File: config.mk
export PLATFORM = sky130hd
export DESIGN_NAME = crate_evt_builder
export DESIGN_NICKNAME = d
export VERILOG_FILES = /design/src/rtl/ceb_pkg.sv /design/src/rtl/ceb_sel_dec.sv /design/src/rtl/ceb_timer.sv /design/src/rtl/ceb_fmt.sv /design/src/rtl/crate_evt_builder.sv
export SDC_FILE = /design/constraint.sdc
export NUM_CORES = 1
export LEC_CHECK = 0
export BUFFER_PORTS_ARGS = -buffer_cell sky130_fd_sc_hd__buf_2
export CAP_MARGIN = 20
export CORE_MARGIN = 4
export CORE_UTILIZATION = 57
export CTS_BUF_LIST = sky130_fd_sc_hd__clkbuf_8
export DETAILED_ROUTE_END_ITERATION = 7
export HOLD_SLACK_MARGIN = 0.1
export PLACE_DENSITY_LB_ADDON = 0.12
export SLEW_MARGIN = 20
export SYNTH_ARGS = -nofsm -noshare
export SYNTH_HDL_FRONTEND = slang
export SYNTH_SLANG_ARGS = --single-unit
File: constraint.sdc
create_clock -name clk -period 2 [get_ports clk]
set_input_delay 0.2 -clock clk [delete_from_list [all_inputs] [get_ports clk]]
set_output_delay 0.2 -clock clk [all_outputs]
set_load 0.005 [all_outputs]
File: src/rtl/ceb_pkg.sv
package ceb_pkg;
  typedef enum logic [2:0] {
    ST_IDLE,
    ST_HDR,
    ST_REQ,
    ST_WAIT,
    ST_DATA,
    ST_TRL
  } ceb_state_e;

  localparam logic [3:0] HDR_TAG = 4'hA;
  localparam logic [1:0] TRL_TAG = 2'b11;
endpackage

File: src/rtl/ceb_sel_dec.sv
module ceb_sel_dec #(
  parameter int NCARD = 20,
  parameter int IW    = 5
) (
  input  logic [IW-1:0]    idx,
  input  logic             en,
  output logic [NCARD-1:0] sel
);
  for (genvar i = 0; i < NCARD; i++) begin : g_sel
    assign sel[i] = en && (idx == IW'(i));
  end
endmodule

File: src/rtl/ceb_timer.sv
module ceb_timer #(
  parameter int LIMIT = 64
) (
  input  logic clk,
  input  logic rst_n,
  input  logic clr,
  input  logic run,
  output logic expired
);
  localparam int TW = (LIMIT > 1) ? $clog2(LIMIT) : 1;

  logic [TW-1:0] cnt_q;

  assign expired = run && (cnt_q == TW'(LIMIT - 1));

  always_ff @(posedge clk or negedge rst_n) begin
    if (!rst_n) begin
      cnt_q <= '0;
    end else if (clr) begin
      cnt_q <= '0;
    end else if (run && !expired) begin
      cnt_q <= cnt_q + 1'b1;
    end
  end
endmodule

File: src/rtl/ceb_fmt.sv
module ceb_fmt
  import ceb_pkg::*;
#(
  parameter int DW = 16
) (
  input  logic [DW-5:0] evt_num,
  input  logic [DW-5:0] wcnt,
  input  logic          mm_flag,
  input  logic          miss_flag,
  output logic [DW-1:0] hdr_word,
  output logic [DW-1:0] trl_word
);
  localparam int CW = DW - 4;

  logic [CW-1:0] total;

  // the trailer counts itself
  assign total    = wcnt + CW'(1);
  assign hdr_word = {HDR_TAG, evt_num};
  assign trl_word = {mm_flag, miss_flag, TRL_TAG, total};
endmodule

File: src/rtl/crate_evt_builder.sv
module crate_evt_builder
  import ceb_pkg::*;
#(
  parameter int NCARD     = 20,
  parameter int HIT_WORDS = 6,
  parameter int DW        = 16,
  parameter int TIMEOUT   = 64
) (
  input  logic             clk,
  input  logic             rst_n,
  input  logic [NCARD-1:0] evt_avail,
  input  logic [DW-1:0]    bclk_ref,
  output logic [NCARD-1:0] card_sel,
  output logic             card_rd,
  input  logic             card_dv,
  input  logic [DW-1:0]    card_data,
  output logic             out_valid,
  input  logic             out_ready,
  output logic [DW-1:0]    out_data,
  output logic             busy
);
  localparam int WPC  = HIT_WORDS + 1;
  localparam int IW   = (NCARD > 1) ? $clog2(NCARD) : 1;
  localparam int WIW  = (WPC > 1) ? $clog2(WPC) : 1;
  localparam int CW   = DW - 4;
  localparam logic [WIW-1:0] LAST_WORD = WIW'(WPC - 1);
  localparam logic [IW-1:0]  LAST_CARD = IW'(NCARD - 1);

  ceb_state_e     state_q;
  logic [IW-1:0]  card_q;
  logic [WIW-1:0] word_q;
  logic           missing_q;
  logic           mm_q;
  logic           miss_q;
  logic [CW-1:0]  wcnt_q;
  logic [CW-1:0]  evt_q;
  logic [DW-1:0]  ref_q;
  logic [DW-1:0]  data_q;

  logic           tmr_clr;
  logic           tmr_run;
  logic           tmr_expired;
  logic           sel_en;
  logic [DW-1:0]  hdr_word;
  logic [DW-1:0]  trl_word;
  logic           push;

  assign sel_en  = ((state_q == ST_REQ) && !missing_q) || (state_q == ST_WAIT);
  assign card_rd = (state_q == ST_REQ) && !missing_q;
  assign tmr_clr = (state_q == ST_REQ);
  assign tmr_run = (state_q == ST_WAIT) && !card_dv;
  assign busy    = (state_q != ST_IDLE);

  ceb_sel_dec #(.NCARD(NCARD), .IW(IW)) u_sel (
    .idx (card_q),
    .en  (sel_en),
    .sel (card_sel)
  );

  ceb_timer #(.LIMIT(TIMEOUT)) u_tmr (
    .clk     (clk),
    .rst_n   (rst_n),
    .clr     (tmr_clr),
    .run     (tmr_run),
    .expired (tmr_expired)
  );

  ceb_fmt #(.DW(DW)) u_fmt (
    .evt_num   (evt_q),
    .wcnt      (wcnt_q),
    .mm_flag   (mm_q),
    .miss_flag (miss_q),
    .hdr_word  (hdr_word),
    .trl_word  (trl_word)
  );

  // outbound stream mux
  always_comb begin
    out_valid = 1'b0;
    out_data  = '0;
    case (state_q)
      ST_HDR:  begin out_valid = 1'b1; out_data = hdr_word; end
      ST_DATA: begin out_valid = 1'b1; out_data = data_q;   end
      ST_TRL:  begin out_valid = 1'b1; out_data = trl_word; end
      default: ;
    endcase
  end

  assign push = out_valid && out_ready;

  always_ff @(posedge clk or negedge rst_n) begin
    if (!rst_n) begin
      state_q   <= ST_IDLE;
      card_q    <= '0;
      word_q    <= '0;
      missing_q <= 1'b0;
      mm_q      <= 1'b0;
      miss_q    <= 1'b0;
      wcnt_q    <= '0;
      evt_q     <= '0;
      ref_q     <= '0;
      data_q    <= '0;
    end else begin
      case (state_q)
        ST_IDLE: begin
          if (&evt_avail) begin
            ref_q     <= bclk_ref;
            card_q    <= '0;
            word_q    <= '0;
            missing_q <= 1'b0;
            mm_q      <= 1'b0;
            miss_q    <= 1'b0;
            wcnt_q    <= '0;
            state_q   <= ST_HDR;
          end
        end
        ST_HDR: begin
          if (push) begin
            wcnt_q  <= wcnt_q + 1'b1;
            state_q <= ST_REQ;
          end
        end
        ST_REQ: begin
          if (missing_q) begin
            data_q  <= '0;
            state_q <= ST_DATA;
          end else begin
            state_q <= ST_WAIT;
          end
        end
        ST_WAIT: begin
          if (card_dv) begin
            data_q <= card_data;
            if ((word_q == LAST_WORD) && (card_data != ref_q)) begin
              mm_q <= 1'b1;
            end
            state_q <= ST_DATA;
          end else if (tmr_expired) begin
            data_q    <= '0;
            missing_q <= 1'b1;
            miss_q    <= 1'b1;
            state_q   <= ST_DATA;
          end
        end
        ST_DATA: begin
          if (push) begin
            wcnt_q <= wcnt_q + 1'b1;
            if (word_q == LAST_WORD) begin
              word_q    <= '0;
              missing_q <= 1'b0;
              if (card_q == LAST_CARD) begin
                state_q <= ST_TRL;
              end else begin
                card_q  <= card_q + 1'b1;
                state_q <= ST_REQ;
              end
            end else begin
              word_q  <= word_q + 1'b1;
              state_q <= ST_REQ;
            end
          end
        end
        ST_TRL: begin
          if (push) begin
            evt_q   <= evt_q + 1'b1;
            state_q <= ST_IDLE;
          end
        end
        default: state_q <= ST_IDLE;
      endcase
    end
  end
endmodule

==> results.md <==
- STA puts the critical path data arrival time at 1.92 ns.
- For this run, the number of Yosys warnings is 0.
- The number of clock sinks is 76.
- The worst clock skew is 0.01648 ns.
- The number of H-tree branching levels is 3.
- The area of the core is 7331 µm².
- The first detailed-routing pass took 5 iterations.
- Global routing finished with a remaining overflow of 0.
- The remaining max-slew budget at the tightest pin is 72.81%.
- The port buffer count is 94.
- The worst ir drop on vdd is 0.0005902 V.
- The portion of the post-synthesis area used by sequential elements is 43.77%.
- The horizontal die dimension is 95.31 µm.
- The first global-routing pass estimated 18550 µm of wire.
- STA classifies the critical path startpoint as a register.
- The setup total negative slack is -0.3841 ns.
- The worst reg2reg path endpoint is u_tmr.cnt_q[5].
- The cell count after synthesis is 479.
- The number of synthesized register bits is 76.
- The worst reg2reg path startpoint is u_tmr.cnt_q[0].
- The top-level I/O count is 95.
- At the end of the flow, the number of nets in the layout was 696.
- The actual transition at the worst max-transition pin is 0.4078 ns.
- The most used flip-flop cell after synthesis is sky130_fd_sc_hd__dfrtp_1.
- Setup repair after global routing could not meet its margin everywhere.
- The min-delay analysis places its worst path in the category primary input to register.
- The die height is 95.31 µm.
- The setup slack of the critical path after layout is -0.1211 ns.
- The distinct cell type count of the synthesized netlist is 60.
- The worst setup path is of the register to output port kind.
- The number of inserted diodes is 0.
- The DRC violation count after routing is 0.
- The final reports fail on negative setup slack.
- The final number of setup-violating endpoints is 7.
- Summing over every cut layer, the via total after detailed routing is 4171.
- Once the floorplan was initialized, standard cells occupied 59.28% of the core.
- The clock-pin slew of the registers on the worst-case setup and hold paths is 0.08 ns.
- In the layout the commonest cells are sky130_fd_sc_hd__buf_2 (93), sky130_fd_sc_hd__nand2_1 (77), sky130_fd_sc_hd__dfrtp_1 (72), sky130_fd_sc_hd__nor2_1 (50), sky130_fd_sc_hd__buf_4 (40).
- Using the TritonRoute via totals, the vias-per-cell ratio works out to 5.667.
- For the finished layout, the period the worst path requires is 2.121 ns.
- The weighted congestion at the end of routability-driven global placement is 0.8698.
- After synthesis, the share of flip-flops with an asynchronous set or reset is 100.0%.
- The cell area power density is 917.8 nW/µm².
- Of the available clock period, the critical path in the final layout requires 106.1%.
- The worst setup path startpoint is wcnt_q[0].
- The required arrival time at the worst endpoint is 1.80 ns.
- The analysis attributes to cell leakage a power of 2.821 nW.
- The detailed placement HPWL is 7786 µm.
- Row generation in the floorplan step produced 31 rows.
- Counting the buffers created by CTS gives 9.
- The mean instance size in the synthesized netlist is 9.072 µm².
- The count of endpoints failing hold in the final timing report was 0.
- TritonCTS built the clock tree.
- The cell area after synthesis is 4345 µm².
- The number of enable flip-flop cells after synthesis is 0.
- The count of final max-slew check failures is 0.
- The leading cell type in the layout, fill and taps excluded is sky130_fd_sc_hd__buf_2.
- The critical path endpoint is out_data[9].
- The maximum count of clock buffers along a single path is 2.
- At the end of the flow the core is filled with cells to 79.64%.
- Synthesis produced a netlist with a net count of 543.
- Summed over all layers, the routed wires come to 11900 µm.
- The insertion delay of the later-clocked pin in the worst-skew pair is 0.36 ns.
- The die covers 9084 µm².
- The worst-path maximum fanout is 4.
- For this run, the top clock speed supported by timing is 471.4 MHz.
- The initial antenna violation count is 0.
- The flow ran to the end, but the final reports show violations.
- In this run the remaining antenna-violating nets after routing total 0.
- Entering global routing, the biggest net connects 49 pins.
- The routed wirelength normalized by instance count is 16.17 µm.
- The combined global-route utilization of all metal layers is 26.24%.
- The worst setup path is captured at an output port.
- The layout-stage area growth over the synthesis result is 34.35%.
- The number of cell instances on the worst register-to-register path is 6.
- The via count of the first global-routing pass is 3924.
- In this run the clock root is driven by a sky130_fd_sc_hd__clkbuf_8.
- The detailed router finished its first iteration with 317 violations.
- The fraction of layout cells with a size suffix above 1 is 31.55%.
- The max capacitance violation total is 0.
- The slack of the worst reg-to-reg path is 0.15 ns.
critical path, stage by stage (launching register included):
cell	delay, ns
sky130_fd_sc_hd__dfrtp_1	0.43
sky130_fd_sc_hd__nand4_1	0.21
sky130_fd_sc_hd__nor4_4	0.31
sky130_fd_sc_hd__nand3_2	0.16
sky130_fd_sc_hd__xor2_2	0.21
sky130_fd_sc_hd__o22ai_1	0.11
sky130_fd_sc_hd__buf_2	0.13
per-stage QoR:
step / setup slack, ns / hold WS (ns) / instances / instance area (µm²) / power, mW
after floorplan: 0.1770 / -0.09559 / 479 / 4345 / 3.202
after global placement: 0.1924 / 0.1548 / 671 / 5005 / 3.777
after detailed placement: 0.1354 / 0.1579 / 671 / 5005 / 3.825
after CTS: -0.1157 / 0.1001 / 722 / 5568 / 5.102
after global routing: -0.2675 / 0.1053 / 736 / 5838 / 5.671
final: -0.1211 / 0.1020 / 736 / 5838 / 5.358
logic make-up after synthesis:
group | Yosys count | share of synthesized area (%)
compound gates | 98 | 15.46
xor+xnor | 41 | 8.264
flops | 76 | 43.77
simple gates | 215 | 25.17
mux | 5 | 1.181
buf+inv | 36 | 3.858
fa+ha+maj | 8 | 2.304
worst min-delay path by stage:
stage | cells past startpoint | start | endpoint
3_5_place_dp | 1 | rst_n | wcnt_q[7]
4_1_cts | 2 | card_data[12] | data_q[12]
2_1_floorplan | 0 | rst_n | card_q[0]
3_3_place_gp | 1 | rst_n | wcnt_q[11]
6_report | 2 | card_data[4] | data_q[4]
5_1_grt | 2 | card_data[2] | data_q[2]
area by class of cell:
cell class / count / area [µm²]
inverters: 12 / 45.04
well taps: 99 / 123.9
flip-flops and latches: 76 / 1907
clock inverters: 6 / 47.55
repair buffers: 166 / 1111
multi-input cells: 367 / 2466
clock buffers: 10 / 137.6
fillers: 485 / 1493
power by group:
part,total [mW],leakage [nW],internal [mW],switching [mW]
Combinational,2.14,1.71,0.985,1.16
Clock,1.11,0.0811,0.490,0.615
Sequential,2.11,1.03,1.82,0.291
sequential cells by signal, indices dropped and copies added (netlist names):
name	cells
data_q	16
ref_q	16
evt_q	12
wcnt_q	12
u_tmr.cnt_q	6
card_q	5
state_q	3
word_q	3
miss_q	1
missing_q	1
mm_q	1
Yosys cell counts (2+ instances only):
cell	number	area (µm²)
sky130_fd_sc_hd__nand2_1	77	289.0
sky130_fd_sc_hd__dfrtp_1	76	1902
sky130_fd_sc_hd__nor2_1	52	195.2
sky130_fd_sc_hd__o21ai_0	23	115.1
sky130_fd_sc_hd__xor2_1	23	201.4
sky130_fd_sc_hd__a22o_1	19	166.4
sky130_fd_sc_hd__a21oi_1	18	90.09
sky130_fd_sc_hd__xnor2_1	18	157.7
sky130_fd_sc_hd__nand3_1	15	75.07
sky130_fd_sc_hd__inv_1	12	45.04
sky130_fd_sc_hd__nand4_1	12	75.07
sky130_fd_sc_hd__buf_2	9	45.04
sky130_fd_sc_hd__and3_1	8	50.05
sky130_fd_sc_hd__ha_1	8	100.1
sky130_fd_sc_hd__and2_1	7	43.79
sky130_fd_sc_hd__a22oi_1	6	45.04
sky130_fd_sc_hd__a31oi_1	6	37.54
sky130_fd_sc_hd__nand2b_1	6	37.54
sky130_fd_sc_hd__nor3_1	6	30.03
sky130_fd_sc_hd__o22ai_1	6	37.54
sky130_fd_sc_hd__buf_4	5	37.54
sky130_fd_sc_hd__clkbuf_1	5	18.77
sky130_fd_sc_hd__nor4_1	5	31.28
sky130_fd_sc_hd__mux2i_1	4	40.04
sky130_fd_sc_hd__nor2b_1	4	25.02
sky130_fd_sc_hd__a211oi_1	3	22.52
sky130_fd_sc_hd__buf_1	3	11.26
sky130_fd_sc_hd__o2bb2ai_1	3	26.28
sky130_fd_sc_hd__o31ai_1	3	22.52
sky130_fd_sc_hd__and4b_1	2	20.02
sky130_fd_sc_hd__clkbuf_2	2	10.01
sky130_fd_sc_hd__nand3b_1	2	15.01
sky130_fd_sc_hd__nor3_2	2	20.02
sky130_fd_sc_hd__nor4bb_1	2	20.02
sky130_fd_sc_hd__o21ai_1	2	10.01
metal layers:
layer / wire length (µm) / up-vias / track usage (%) / share of wire [%]
li1: - / 1985 / - / -
met4: 190 / 0 / 8.413 / 1.6
met2: 5942 / 164 / 42.51 / 50
met3: 626 / 19 / 4.420 / 5.3
met1: 5139 / 2003 / 35.97 / 43
met5: 0 / - / 0 / 0
timing repair:
item	in CTS	in global routing
gates cloned	0	1
endpoints found under the setup margin	30	37
gates resized for setup	14	30
endpoints found under the hold margin	54	1
buffers inserted	8	12
hold buffers	27	1
pin swaps	6	19
(Power assumes the default switching activity.)
